===== src/rtl/cart_pkg.sv =====
package cart_pkg;

    localparam int DW    = 8;
    localparam int AW    = 3;
    localparam int NPORT = 3;

    typedef struct packed {
        logic [AW-1:0] addr;
        logic [DW-1:0] data;
    } wr_req_t;

    typedef logic [NPORT-1:0][DW-1:0] port_arr_t;

    function automatic logic [DW-1:0] merge_pins(
        input logic [DW-1:0] lat,
        input logic [DW-1:0] dir,
        input logic [DW-1:0] pin
    );
        return (lat & dir) | (pin & ~dir);
    endfunction

endpackage


===== src/rtl/cart_bus_strobe.sv =====
module cart_bus_strobe
    import cart_pkg::*;
(
    input  logic          clk,
    input  logic          rst,
    input  logic          io_sel_n,
    input  logic          rw,
    input  logic          phi,
    input  logic [AW-1:0] addr,
    input  logic [DW-1:0] wdata,
    output wr_req_t       req,
    output logic          wr_pulse
);

    logic stb;
    logic stb_q;

    assign stb = !io_sel_n && !rw && phi;

    always_ff @(posedge clk) begin
        if (rst) begin
            stb_q <= 1'b0;
            req   <= '0;
        end else begin
            stb_q <= stb;
            if (stb) begin
                req.addr <= addr;
                req.data <= wdata;
            end
        end
    end

    // commit when the sampled strobe has fallen
    assign wr_pulse = stb_q && !stb;

    AST_PULSE_SINGLE: assert property (@(posedge clk) disable iff (rst)
        wr_pulse |=> !wr_pulse);

endmodule


===== src/rtl/cart_port_regs.sv =====
module cart_port_regs
    import cart_pkg::*;
(
    input  logic          clk,
    input  logic          rst,
    input  logic          wr_pulse,
    input  wr_req_t       req,
    input  logic [AW-1:0] rd_addr,
    input  port_arr_t     pins,
    output port_arr_t     lat_q,
    output port_arr_t     dir_q,
    output logic [DW-1:0] rd_val
);

    port_arr_t view;

    always_ff @(posedge clk) begin
        if (rst) begin
            lat_q <= '0;
            dir_q <= '0;
        end else if (wr_pulse) begin
            for (int p = 0; p < NPORT; p++) begin
                if (req.addr == AW'(p))         lat_q[p] <= req.data;
                if (req.addr == AW'(NPORT + p)) dir_q[p] <= req.data;
            end
        end
    end

    for (genvar g = 0; g < NPORT; g++) begin : g_view
        assign view[g] = merge_pins(lat_q[g], dir_q[g], pins[g]);
    end

    always_comb begin
        rd_val = '0;
        for (int p = 0; p < NPORT; p++) begin
            if (rd_addr == AW'(p))         rd_val = view[p];
            if (rd_addr == AW'(NPORT + p)) rd_val = dir_q[p];
        end
    end

    AST_REGS_HOLD: assert property (@(posedge clk) disable iff (rst)
        !wr_pulse |=> ($stable(lat_q) && $stable(dir_q)));

    AST_RESET_ALL_INPUT: assert property (@(posedge clk)
        $past(rst) |-> (dir_q == '0 && lat_q == '0));

endmodule


===== src/rtl/cart_rom_select.sv =====
module cart_rom_select (
    input  logic roml_n,
    input  logic map_req,
    input  logic rom_en,
    output logic exrom_n,
    output logic rom_cs_n,
    output logic slot2_roml_n
);

    assign exrom_n      = !map_req;
    assign rom_cs_n     = roml_n || !rom_en;
    assign slot2_roml_n = rom_en ? 1'b1 : roml_n;

endmodule


===== src/rtl/cart_rom_switch.sv =====
module cart_rom_switch
    import cart_pkg::*;
#(
    parameter int MAP_BIT   = 3,
    parameter int EN_BIT    = 4,
    parameter int SENSE_BIT = 7
) (
    input  logic          clk,
    input  logic          rst,
    input  logic          io_sel_n,
    input  logic          rw,
    input  logic          phi,
    input  logic [AW-1:0] addr,
    input  logic [DW-1:0] wdata,
    output logic [DW-1:0] rdata,
    input  logic          roml_n,
    output logic          exrom_n,
    output logic          rom_cs_n,
    input  logic          slot2_exrom_n,
    output logic          slot2_roml_n,
    input  logic [DW-1:0] pa_in,
    output logic [DW-1:0] pa_out,
    output logic [DW-1:0] pa_oe,
    input  logic [DW-1:0] pb_in,
    output logic [DW-1:0] pb_out,
    output logic [DW-1:0] pb_oe,
    input  logic [DW-1:0] pc_in,
    output logic [DW-1:0] pc_out,
    output logic [DW-1:0] pc_oe
);

    localparam int PC = NPORT - 1;

    wr_req_t       req;
    logic          wr_pulse;
    port_arr_t     pins;
    port_arr_t     lat_q;
    port_arr_t     dir_q;
    logic [DW-1:0] pc_raw;
    logic [DW-1:0] pc_eff;
    logic [DW-1:0] rd_val;

    cart_bus_strobe u_strobe (
        .clk      (clk),
        .rst      (rst),
        .io_sel_n (io_sel_n),
        .rw       (rw),
        .phi      (phi),
        .addr     (addr),
        .wdata    (wdata),
        .req      (req),
        .wr_pulse (wr_pulse)
    );

    // port C pins: steering lines pulled high, sense line from slot 2
    for (genvar i = 0; i < DW; i++) begin : g_pc_pin
        if (i == MAP_BIT || i == EN_BIT) begin : g_pull
            assign pc_raw[i] = 1'b1;
        end else if (i == SENSE_BIT) begin : g_sense
            assign pc_raw[i] = slot2_exrom_n;
        end else begin : g_gen
            assign pc_raw[i] = pc_in[i];
        end
    end

    assign pins[0]  = pa_in;
    assign pins[1]  = pb_in;
    assign pins[PC] = pc_raw;

    cart_port_regs u_regs (
        .clk      (clk),
        .rst      (rst),
        .wr_pulse (wr_pulse),
        .req      (req),
        .rd_addr  (addr),
        .pins     (pins),
        .lat_q    (lat_q),
        .dir_q    (dir_q),
        .rd_val   (rd_val)
    );

    assign pc_eff = merge_pins(lat_q[PC], dir_q[PC], pc_raw);

    cart_rom_select u_sel (
        .roml_n       (roml_n),
        .map_req      (pc_eff[MAP_BIT]),
        .rom_en       (pc_eff[EN_BIT]),
        .exrom_n      (exrom_n),
        .rom_cs_n     (rom_cs_n),
        .slot2_roml_n (slot2_roml_n)
    );

    assign rdata  = (!io_sel_n && rw) ? rd_val : '0;
    assign pa_out = lat_q[0];
    assign pa_oe  = dir_q[0];
    assign pb_out = lat_q[1];
    assign pb_oe  = dir_q[1];
    assign pc_out = lat_q[PC];
    assign pc_oe  = dir_q[PC];

    AST_WRITE_IN_PHASE: assert property (@(posedge clk) disable iff (rst)
        wr_pulse |-> ($past(phi) && !$past(io_sel_n) && !$past(rw)));

    AST_DEFAULT_MAPS_IN: assert property (@(posedge clk) disable iff (rst)
        !dir_q[PC][MAP_BIT] |-> !exrom_n);

    AST_ROM_NEEDS_ROML: assert property (@(posedge clk) disable iff (rst)
        !rom_cs_n |-> !roml_n);

    AST_ONE_ROM_TARGET: assert property (@(posedge clk) disable iff (rst)
        !rom_cs_n |-> slot2_roml_n);

endmodule


===== config.mk =====
export PLATFORM = sky130hd
export DESIGN_NAME = cart_rom_switch
export DESIGN_NICKNAME = d
export VERILOG_FILES = /design/src/rtl/cart_pkg.sv /design/src/rtl/cart_bus_strobe.sv /design/src/rtl/cart_port_regs.sv /design/src/rtl/cart_rom_select.sv /design/src/rtl/cart_rom_switch.sv
export SDC_FILE = /design/constraint.sdc
export NUM_CORES = 1
export LEC_CHECK = 0
export ABC_AREA = 0
export ABC_CLOCK_PERIOD_IN_PS = 1600
export CORE_MARGIN = 8
export CORE_UTILIZATION = 41
export DETAILED_ROUTE_END_ITERATION = 8
export PLACE_DENSITY = 0.76
export SLEW_MARGIN = 20
export SYNTH_ARGS = -nofsm -noshare
export SYNTH_HDL_FRONTEND = slang
export SYNTH_SLANG_ARGS = --single-unit

===== constraint.sdc =====
create_clock -name clk -period 1.6 [get_ports clk]
set_input_delay 0.32 -clock clk [delete_from_list [all_inputs] [get_ports clk]]
set_output_delay 0.32 -clock clk [all_outputs]
set_load 0.03 [all_outputs]

==> impl_metrics.toml <==
[route]
dr.pass1.iters = 5
drt-vias-per-instance = 5.39
routedWlPerCell_um = 18.4
drtIter0Drc = 173
wl_um = 11000
ant_nets = 0
vias = 3220
drc = 0

[power_and_ir_drop]
p_sw_share_pct = 26.3
p_switching_uw = 876
intPower_uw = 2450
share_seq_of_total_power_pct = 45.6
power_leakage_uw = 0.00232
clkPwrFrac_pct = 39.2
powerDensity_mw_per_mm2 = 662
peakVddDrop_mv = 0.545
combPwrFrac_pct = 15.3
power_uw = 3330

[worst_setup_path]
end_kind = "output pin"
crit_chain = "mux2i_2 > buf_4 > o221a_2 > o21ai_4 > buf_6"
cp_max_fo = 3
arrival_ps = 1610
slowest_stage = "dfxtp_4"
crit_path_start_kind = "flop"
crit_type = "flop to output pin"
critPathMaxStageDelay_ps = 350
required_ps = 1280

[timing]
layout_setup_ws_ps = -331
hold_viol = 0
worst_pin_slew_ps = 412
rsz0062_at_grt = "true"
fmax_mhz = 518
finalCritPeriodShare_pct = 121
fin_crit_ps = 1930
whs_ps = 399
setup_violations = 8
maxSlewHeadroom_pct = 72.4
skew_ps = 9.31
final_max_slew_viol_count = 0

[floorplanning]
fp.dieArea_sq_mm = 0.0103
rows = 31
die_h_um = 102
core_area_sq_mm = 0.00718
start_util_pct = 41.9
ioPinCount = 101
die_w_um = 102

[logic_synthesis]
synth_area_leaders = "dfxtp_1, mux2i_1, nor2_1, a21oi_1, o21ai_0"
synth_area_sq_mm = 0.00301
seq_area_frac_synth_pct = 39.9
yosys.area_share.simple_pct = 21.6
synth_edf_count = 0
synthAdderAreaFrac_pct = 0
synth_ff_type = "dfxtp_1"
synth_common_cells = "dfxtp_1, mux2i_1, nor2_1"
synth_warnings = 0
yosysMostFrequentCell = "dfxtp_1"
ys_async_sr_fraction_pct = 0
synth_area_per_cell_sq_um = 8.93
synth_xor_xnor_area_share_pct = 0
synth.top_cell.area_share_pct = 39.9
synth_top_area_cell = "dfxtp_1"
synth_mux_area_share_pct = 18.3
ys_seq_elements = 60
synth_top_family_by_area = "simple AND/OR/NAND/NOR gates"
synth_cells = 337
ys_types = 44
synth-compound-area-share_pct = 15.5
synthesis.nets = 379

[global_route]
grt_antenna_before_repair = 0
overflow = 0
grt_first_pass_wirelength_um = 16900
first_global_vias = 3254
grt_max_degree = 61
groute.usage.overall_pct = 21.1

[clock_tree]
h-tree-depth = 3
clock_latency_ps = 340
clockRootBuffer = "clkbuf_8"
clkSinkCount = 60
cts_made_buffers = 9
clkTransAtPathRegs_ps = 70
cts_tree = "done"
cts_buffer_depth = 2

[layout]
syn_to_final_growth_pct = 67.0
num-fill-cells = 589
n_antenna_cell = 0
final_layout_size_suffix_gt1_share_pct = 34.7
final_util_pct = 70.0
fin_nets = 535

[job]
maxCapViolations = 0

[run_status]
status = "finished with violations"
violations = "negative setup slack"

[placement]
gp_routability_congestion = 0.914
place.port_buffers = 97
dp_hpwl_um = 7970

[worst_hold_path]
hold_path_class = "input pin to flop"
cell usage in the layout (no fill, tap or decap), drive strengths merged, types with 2 or more instances in the layout:
| cell | count |
|---|---|
| nand2 | 24 |
| nor2 | 53 |
| clkinvlp | 2 |
| a2111oi | 2 |
| a2111o | 4 |
| a211o | 5 |
| a31oi | 4 |
| and4b | 2 |
| o221ai | 2 |
| o31a | 2 |
| buf | 87 |
| nand2b | 6 |
| nor3b | 5 |
| nor2b | 8 |
| a21oi | 19 |
| o21ai | 19 |
| or3b | 2 |
| inv | 4 |
| and3b | 7 |
| mux2i | 54 |
| nand3b | 8 |
| nand4 | 2 |
| dfxtp | 60 |
| clkdlybuf4s50 | 22 |
| o221a | 3 |
| clkdlybuf4s15 | 4 |
| dlygate4sd2 | 54 |
| a21o | 3 |
| clkbuf | 13 |
| and2 | 2 |
| or2 | 2 |
layout make-up:
cell class                 count  area, sq um  area share [%]
clock buffer                  13          169            3.36
clock inverter                 3         20.0           0.399
inverter                       4         15.0           0.299
multi-input combinational    250         1940            38.7
sequential                    60         1240            24.6
tap                           99          124            2.47
timing repair buffer         168         1520            30.2
registers in the layout, summed over array words and instances, names as in the netlist:
register and cells:
u_regs.lat_q 24, u_strobe.req 11, u_strobe.stb_q 1, u_regs.dir_q 24
per-layer routing:
metal | wire (um) | part of all wire, % | vias to the layer above | global-route usage, %
met5 | 0 | 0 | - | 0
met4 | 291 | 2.6 | 0 | 8.02
met3 | 776 | 7.1 | 28 | 5.22
met2 | 5350 | 49 | 146 | 36.2
met1 | 4590 | 42 | 1541 | 24.6
li1 | - | - | 1505 | -
power groups by stage:
| stage | Combinational (uW) | Clock [uW] | Sequential, uW |
|---|---|---|---|
| 2_1_floorplan | 217 | 0 | 1550 |
| 3_3_place_gp | 434 | 0 | 1550 |
| 5_1_grt | 538 | 1390 | 1520 |
| 6_report | 508 | 1300 | 1510 |
| 4_1_cts | 480 | 1300 | 1520 |
| 3_5_place_dp | 439 | 0 | 1550 |
repair_timing:
action,4_1_cts,5_1_grt
pin swaps,23,13
setup endpoints to repair,98,19
hold buffers,0,0
buffers inserted,9,1
resized for setup,145,31
logic make-up (layout without fill, tap and decap cells):
group,after synthesis,in the layout
AO/OA/AOI/OAI,70,70
flip-flops,60,60
buffers and inverters,27,188
AND/OR/NAND/NOR,125,125
multiplexers,55,55
final timing paths:
kind               startpoint          endpoint  slack [ps]  cells past startpoint
max          u_regs.dir_q[18]          rdata[2]        -330                      5
min                   addr[2]  u_strobe.req[10]         400                      4
max reg2reg   u_strobe.req[9]  u_regs.lat_q[17]         170                      5
min reg2reg   u_strobe.req[9]   u_strobe.req[9]         520                      2
critical path, delay by kind of cell, from the launching register on:
kind / cells / cell delay (ps)
flops: 1 / 350
buf+inv: 2 / 300
mux: 1 / 170
compound gates: 2 / 440
stage by stage:
stage / setup slack, ps / setup TNS [ps] / instances / cell area [sq um]
detailed placement: -835 / -33370 / 571 / 4570
global route: -372 / -2490 / 597 / 5020
global placement: -816 / -30460 / 571 / 4570
CTS: -344 / -2240 / 596 / 4910
finish: -331 / -2120 / 597 / 5020
floorplan: -131 / -403 / 337 / 3160
Power figures use the tool's default switching activity.
